## config.mk

```make
export PLATFORM = sky130hd
export DESIGN_NAME = pmc_audio_mode_ctrl
export DESIGN_NICKNAME = d
export VERILOG_FILES = /design/src/rtl/pmc_pkg.sv /design/src/rtl/pmc_sync_debounce.sv /design/src/rtl/pmc_idle_watch.sv /design/src/rtl/pmc_key_router.sv /design/src/rtl/pmc_audio_mode_ctrl.sv
export SDC_FILE = /design/constraint.sdc
export NUM_CORES = 1
export LEC_CHECK = 0
export ABC_CLOCK_PERIOD_IN_PS = 4380
export BUFFER_PORTS_ARGS = -buffer_cell sky130_fd_sc_hd__buf_2
export CAP_MARGIN = 10
export CORE_MARGIN = 1.5
export CORE_UTILIZATION = 25
export DETAILED_ROUTE_END_ITERATION = 12
export PLACE_DENSITY_LB_ADDON = 0.3
export SYNTH_ARGS = -nofsm -noshare
export SYNTH_HDL_FRONTEND = slang
export SYNTH_SLANG_ARGS = --single-unit
```

## constraint.sdc

```tcl
create_clock -name clk -period 4.38 [get_ports clk]
set_input_delay 0.438 -clock clk [delete_from_list [all_inputs] [get_ports clk]]
set_output_delay 0.438 -clock clk [all_outputs]
set_load 0.01 [all_outputs]
```

## src/rtl/pmc_pkg.sv

```systemverilog
package pmc_pkg;

    typedef struct packed {
        logic bass;
        logic mute;
        logic vol_dn;
        logic vol_up;
    } key_t;

    typedef struct packed {
        logic mute;
        logic vol_dn;
        logic vol_up;
    } core_key_t;

    function automatic key_t report_route(input key_t k, input logic alone);
        return alone ? key_t'('0) : k;
    endfunction

    function automatic core_key_t core_route(input key_t k, input logic alone);
        core_key_t c;
        c.vol_up = k.vol_up & alone;
        c.vol_dn = k.vol_dn & alone;
        c.mute   = k.mute   & alone;
        return c;
    endfunction

    function automatic logic lowpower_cause(input logic host_req,
                                            input logic attached,
                                            input logic idle);
        return host_req | ~attached | idle;
    endfunction

endpackage

```

## src/rtl/pmc_sync_debounce.sv

```systemverilog
module pmc_sync_debounce #(
    parameter int SYNC_STAGES     = 2,
    parameter int DEBOUNCE_CYCLES = 1024
) (
    input  logic clk,
    input  logic rst,
    input  logic level_async,
    output logic level_stable
);
    localparam int CW = (DEBOUNCE_CYCLES > 1) ? $clog2(DEBOUNCE_CYCLES) : 1;
    localparam logic [CW-1:0] LAST = CW'(DEBOUNCE_CYCLES - 1);

    logic [SYNC_STAGES-1:0] chain;
    logic [CW-1:0]          cnt;

    generate
        for (genvar i = 0; i < SYNC_STAGES; i++) begin : g_sync
            always_ff @(posedge clk) begin
                if (rst)
                    chain[i] <= 1'b0;
                else if (i == 0)
                    chain[i] <= level_async;
                else
                    chain[i] <= chain[(i > 0) ? i - 1 : 0];
            end
        end
    endgenerate

    always_ff @(posedge clk) begin
        if (rst) begin
            cnt          <= '0;
            level_stable <= 1'b0;
        end else if (chain[SYNC_STAGES-1] == level_stable) begin
            cnt <= '0;
        end else if (cnt == LAST) begin
            cnt          <= '0;
            level_stable <= chain[SYNC_STAGES-1];
        end else begin
            cnt <= cnt + 1'b1;
        end
    end
endmodule

```

## src/rtl/pmc_idle_watch.sv

```systemverilog
module pmc_idle_watch #(
    parameter int CYCLES_PER_MS = 12000,
    parameter int IDLE_MS       = 3
) (
    input  logic clk,
    input  logic rst,
    input  logic attached,
    input  logic frame_start,
    output logic idle
);
    localparam int LIMIT = CYCLES_PER_MS * IDLE_MS;
    localparam int CW    = $clog2(LIMIT + 1);
    localparam logic [CW-1:0] LIM = CW'(LIMIT);

    logic [CW-1:0] gap;

    always_ff @(posedge clk) begin
        if (rst || !attached || frame_start)
            gap <= '0;
        else if (gap != LIM)
            gap <= gap + 1'b1;
    end

    assign idle = (gap == LIM);
endmodule

```

## src/rtl/pmc_key_router.sv

```systemverilog
module pmc_key_router
    import pmc_pkg::*;
(
    input  logic      clk,
    input  logic      rst,
    input  logic      alone,
    input  key_t      keys,
    output key_t      to_report,
    output core_key_t to_core
);
    always_ff @(posedge clk) begin
        if (rst) begin
            to_report <= '0;
            to_core   <= '0;
        end else begin
            to_report <= report_route(keys, alone);
            to_core   <= core_route(keys, alone);
        end
    end
endmodule

```

## src/rtl/pmc_audio_mode_ctrl.sv

```systemverilog
module pmc_audio_mode_ctrl
    import pmc_pkg::*;
#(
    parameter int CYCLES_PER_MS   = 12000,
    parameter int IDLE_MS         = 3,
    parameter int DEBOUNCE_CYCLES = 1024,
    parameter int SYNC_STAGES     = 2
) (
    input  logic       clk,
    input  logic       rst,
    input  logic       bus_attached,
    input  logic       host_suspend_req,
    input  logic       aux_present_n,
    input  logic       frame_start,
    input  logic [3:0] key_in,
    output logic       suspend,
    output logic       aux_select,
    output logic       standalone,
    output logic       sof_pulse,
    output logic [3:0] report_keys,
    output logic [2:0] core_keys
);
    logic      aux_active;
    logic      bus_idle;
    key_t      rep_k;
    core_key_t core_k;

    pmc_sync_debounce #(
        .SYNC_STAGES    (SYNC_STAGES),
        .DEBOUNCE_CYCLES(DEBOUNCE_CYCLES)
    ) u_aux (
        .clk         (clk),
        .rst         (rst),
        .level_async (~aux_present_n),
        .level_stable(aux_active)
    );

    pmc_idle_watch #(
        .CYCLES_PER_MS(CYCLES_PER_MS),
        .IDLE_MS      (IDLE_MS)
    ) u_idle (
        .clk        (clk),
        .rst        (rst),
        .attached   (bus_attached),
        .frame_start(frame_start),
        .idle       (bus_idle)
    );

    pmc_key_router u_keys (
        .clk      (clk),
        .rst      (rst),
        .alone    (standalone),
        .keys     (key_t'(key_in)),
        .to_report(rep_k),
        .to_core  (core_k)
    );

    always_ff @(posedge clk) begin
        if (rst) begin
            suspend    <= 1'b0;
            aux_select <= 1'b0;
            standalone <= ~bus_attached;
            sof_pulse  <= 1'b0;
        end else begin
            suspend    <= lowpower_cause(host_suspend_req, bus_attached, bus_idle)
                          & ~aux_active;
            aux_select <= aux_active;
            standalone <= ~bus_attached | aux_active;
            sof_pulse  <= frame_start & bus_attached;
        end
    end

    assign report_keys = rep_k;
    assign core_keys   = core_k;
endmodule

```

* After elaboration in Yosys (flattened, before gate mapping)
Index checks and enable logic that the tools add are counted.
** Word-level totals
- Output and inout bits :: 11
- Bits in registers :: 40
- Logic and storage cells :: 41
** Operators by class
- Bitwise gates (word level) :: 12
- Mux-type cells :: 1
- $add $sub $neg :: 2
- Reductions and logical operators :: 6
- Equal/unequal tests :: 4
** Operators with widths (number)
- $add A16 B1 Y16 const B :: 1
- $eq A16 B16 Y1 const B :: 1
- $ne A16 B16 Y1 const B :: 1
- $add A10 B1 Y10 const B :: 1
- $eq A10 B10 Y1 const B :: 1
- $and A1 B1 Y1 :: 5
- $not A1 Y1 :: 4
- $or A1 B1 Y1 :: 3
- $reduce_or A3 Y1 :: 1
- $logic_or A1 B1 Y1 :: 2
- $reduce_and A2 Y1 :: 1
- $reduce_or A2 Y1 :: 1
- $eq A1 B1 Y1 :: 1
- $logic_not A1 Y1 :: 1
- $mux W1 :: 1

* Longest topological paths before layout
- Depth after elaboration :: 4
- Mapped depth :: 6

* By module
From an unflattened synthesis, not the netlist that was laid out.
** Unflattened totals
- Cells, all modules :: 173
- Area total of the unflattened synthesis :: 1676.6 um^2
** Modules (own cells, without submodules)
- pmc_idle_watch :: sequential area each 320.3 um^2, area each 793.3 um^2, times used 1, cells each 90
- pmc_sync_debounce :: sequential area each 260.2 um^2, area each 556.8 um^2, times used 1, cells each 59
- pmc_key_router :: sequential area each 140.1 um^2, area each 196.4 um^2, times used 1, cells each 14
- pmc_audio_mode_ctrl :: sequential area each 80.1 um^2, area each 130.1 um^2, times used 1, cells each 10

* Worst setup path before layout
No wires, ideal clock.
- Path type :: register -> register
- Start :: register u_idle.gap[5]
- End :: register u_idle.gap[13]
- Path slack :: 2.723 ns
- Setup time :: 0.070 ns
- Stages on the path, launching flop included :: 7
- Required time :: 4.310 ns
- Arrival :: 1.587 ns
- Cells stage by stage :: dfxtp_1 buf_2 nand2_1 or3_1 clkbuf_2 or4_1 a21oi_1
** Between the ends
- Longest elaborated chain between the ends :: 1
- Elaborated cells between the ends (all ways) :: 2
- Those cells by class :: 1 x add/sub; 1 x eq/ne
** RTL lines
- start: declaration :: line pmc_idle_watch.sv:15 : logic [CW-1:0] gap;
- start signal: assignment :: line pmc_idle_watch.sv:21 : gap <= gap + 1'b1;
- $add A16 B1 Y16 or $ne A16 B16 Y1 (tied branches) :: line pmc_idle_watch.sv:21, pmc_idle_watch.sv:20
Parallel ways exist; a longest one is shown, timed or not.
A chain may end at the register's enable or synchronous reset.

* Worst setup path in the final report
- Start :: register u_idle.gap[0]
- End :: register u_idle.gap[12]
The elaborated chain is that of the path after synthesis.

==> results_dict.tcl <==
set metrics [dict create \
    count_of_antenna_violating_nets_left_after_detailed_routing 0 \
    slew_viol_final 0 \
    post-route-period-util_pct 41.5 \
    setup.worst_path.start_class "flip-flop" \
    dp_hpwl_microns 2070 \
    largest_family_of_logic_cells_by_synthesized_area "simple AND/OR/NAND/NOR gates" \
    vdd_ir_drop_max_mv 0.168 \
    clock_pin_slew_on_the_worst_setup_and_hold_paths_ns 0.08 \
    tritoncts "yes" \
    worstPathMaxFanout 5 \
    finalHoldViolations 0 \
    area_growth_syn_to_layout_pct 18.2 \
    share_of_flip_flops_with_an_asynchronous_set_or_reset_pct 0 \
    drc 0 \
    worst_max_slew_pin_slew_ns 0.362 \
    synth-xor-area-share_pct 10.3 \
    criticalPathCategory "reg -> reg" \
    syn-instance-count 170 \
    fmax_mhz 550 \
    die_height_microns 83.3 \
    max_cap_violations 0 \
    unrepaired_setup_endpoints_after_global_routing "no" \
    synth_enable_flop_cells 0 \
    setup_tns_ns 0 \
    number_of_setup_violations_in_the_final_report 0 \
    dp_cells 261 \
    antenna_found_initial 0 \
    cts.repair.resized 0 \
    final_cell_count_no_fill 269 \
    dpl_worst_slack_ns 2.59 \
    initial_utilization_pct 25.7 \
    io_buffers 20 \
    end_kind "flip-flop" \
    synth_area_leader_cell "sky130_fd_sc_hd__dfxtp_1" \
    synth-compound-area-share_pct 3.26 \
    synthDistinctLibCells 39 \
    yosys_warnings 0 \
    cts_max_level 2 \
    row_count 29 \
    status "finished clean" \
    synth_top_cells_by_area "sky130_fd_sc_hd__dfxtp_1, sky130_fd_sc_hd__nor2_1, sky130_fd_sc_hd__xor2_1" \
    drtIter0Drc 31 \
    via_count_of_the_first_global_routing_pass 1117 \
    synthesized_flop_and_latch_total 40 \
    core-area_sq_mm 0.00628 \
    grt_overflow_total 0 \
    grt_usage_pct 8.81 \
    slew_headroom_pct 75.7 \
    fraction_of_the_mapped_netlist_area_in_adder_cells_pct 2.33 \
    cts_post_setup_buffers_inserted 0 \
    static-leakage-power_nw 0.703 \
    post_synth_and_or_nand_nor_area_fraction_pct 29.8 \
    firstDrtPassIters 4 \
    pwr_density_cell_mw_per_mm2 375 \
    routedWlPerCell_microns 10.7 \
    insertion_delay_ns 0.29 \
    drive_gt1_share_pct 17.2 \
    ctsRootBufferMaster "sky130_fd_sc_hd__clkbuf_8" \
    num_antenna_cells 0 \
    post_synth_instance_area_sq_mm 0.00161 \
    min-delay-path-class "in -> reg" \
    post_synth_most_frequent_cells "sky130_fd_sc_hd__dfxtp_1, sky130_fd_sc_hd__nor2_1, sky130_fd_sc_hd__xor2_1, sky130_fd_sc_hd__xnor2_1" \
    cts_buffer_depth 2 \
    die-area_sq_mm 0.00694 \
    cts_num_sinks 40 \
    ioPinCount 21 \
    synth.mux.area_fraction_pct 1.94 \
    die_x_microns 83.3 \
    via_per_inst 4.41 \
    critical_path_arrival_ns 2.00 \
    final_nets 204 \
    gp_routability_congestion 0.729 \
    fin_ws_ns 2.56 \
    synth_most_common_cell "sky130_fd_sc_hd__dfxtp_1" \
    synthesized_nets 183 \
    postRouteWirelength_microns 2870 \
    synth_top_area_share_pct 49.7 \
    post-route-min-period_ns 1.82 \
    synth.avg_cell_area_sq_um 9.49 \
    vias 1187 \
    synth_top_flop_cell "sky130_fd_sc_hd__dfxtp_1" \
    critPathRequiredTime_ns 4.57 \
    worst_hold_slack_ns 0.288 \
    grt_first_pass_wirelength_microns 4980 \
    cts-buffers-inserted 5 \
    finClkSkew_ns 0.00516 \
    seq_area_frac_synth_pct 49.7 \
    maximum_number_of_pins_on_one_net_before_global_route_repair 16 \
    ctsHoldBuffers 0 \
]
area by class of cell:
type / count / area, sq um
multi-input combinational: 119 / 768
clock buffer: 6 / 82.6
timing repair buffer: 20 / 100
tap: 77 / 96.3
sequential: 40 / 801
fill: 667 / 4370
inverter: 5 / 18.8
clock inverter: 2 / 38.8
registers in the layout, summed over array words and instances, names as in the netlist:
| signal | cells |
|---|---|
| u_keys.to_core | 3 |
| sof_pulse | 1 |
| u_keys.to_report | 4 |
| suspend | 1 |
| u_aux.cnt | 10 |
| aux_select | 1 |
| u_aux.chain | 2 |
| standalone | 1 |
| u_idle.gap | 16 |
| u_aux.level_stable | 1 |
logic make-up (layout without fill, tap and decap cells):
family | Yosys count | in the layout
xor gates and xnor gates | 19 | 19
muxes | 3 | 3
adders and majority gates | 3 | 3
DFF | 40 | 40
and+or+nand+nor | 86 | 86
AOI/OAI and AO/OA | 8 | 8
buffers and inverters | 11 | 33
placed cells by master (no fill, tap or decap), types with 2 or more instances in the layout:
| cell type | instances |
|---|---|
| sky130_fd_sc_hd__nor4_1 | 4 |
| sky130_fd_sc_hd__inv_1 | 5 |
| sky130_fd_sc_hd__nor3b_1 | 3 |
| sky130_fd_sc_hd__nor2b_1 | 4 |
| sky130_fd_sc_hd__dfxtp_1 | 40 |
| sky130_fd_sc_hd__and2_1 | 8 |
| sky130_fd_sc_hd__ha_1 | 3 |
| sky130_fd_sc_hd__mux2i_1 | 2 |
| sky130_fd_sc_hd__nand2b_1 | 2 |
| sky130_fd_sc_hd__xnor2_1 | 9 |
| sky130_fd_sc_hd__nor2_1 | 25 |
| sky130_fd_sc_hd__xor2_1 | 10 |
| sky130_fd_sc_hd__or3_1 | 2 |
| sky130_fd_sc_hd__a21oi_1 | 3 |
| sky130_fd_sc_hd__nor4bb_1 | 2 |
| sky130_fd_sc_hd__nand3_1 | 6 |
| sky130_fd_sc_hd__nand4_1 | 8 |
| sky130_fd_sc_hd__buf_2 | 20 |
| sky130_fd_sc_hd__clkbuf_8 | 6 |
| sky130_fd_sc_hd__nor3_1 | 2 |
| sky130_fd_sc_hd__and3_1 | 2 |
| sky130_fd_sc_hd__nand2_1 | 8 |
through the flow:
| step | area [sq um] | util (%) | power (mW) |
|---|---|---|---|
| after CTS | 1910 | 30.4 | 0.726 |
| after detailed placement | 1780 | 28.4 | 0.403 |
| after global placement | 1780 | 28.4 | 0.403 |
| after floorplan | 1610 | - | 0.392 |
| final | 1910 | 30.4 | 0.714 |
| after global routing | 1910 | 30.4 | 0.741 |
power breakdown:
part	internal (mW)	leakage [nW]	total, mW	switching [mW]
Combinational	0.0105	0.317	0.0222	0.0117
Clock	0.186	0.0614	0.321	0.134
Sequential	0.369	0.325	0.371	0.00218
Total	0.566	0.703	0.714	0.148
path summary, 6_finish.rpt:
kind / from / end / slack (ns) / cells past startpoint
worst max-delay path: u_idle.gap[0] / u_idle.gap[12] / 2.56 / 6
worst min-delay path: aux_present_n / u_aux.chain[0] / 0.29 / 2
worst max register to register: u_idle.gap[0] / u_idle.gap[12] / 2.56 / 6
worst min register to register: u_aux.chain[0] / u_aux.chain[1] / 0.44 / 1
worst max-delay path: stages, from the launching register on:
cell                      delay (ns)
sky130_fd_sc_hd__dfxtp_1        0.44
sky130_fd_sc_hd__inv_1          0.07
sky130_fd_sc_hd__ha_1           0.20
sky130_fd_sc_hd__nor3b_1        0.15
sky130_fd_sc_hd__nand4_1        0.26
sky130_fd_sc_hd__nor3b_1        0.24
sky130_fd_sc_hd__mux2_2         0.35
layer usage:
metal	share of wire [%]	up-vias	GRT usage, %	wire [microns]
li1	-	623	-	-
met1	50	541	10.7	1450
met2	45	19	14.3	1300
met3	3.3	4	2.98	95
met4	1.0	0	3.64	29
met5	0	-	0	0
Power figures use the tool's default switching activity.
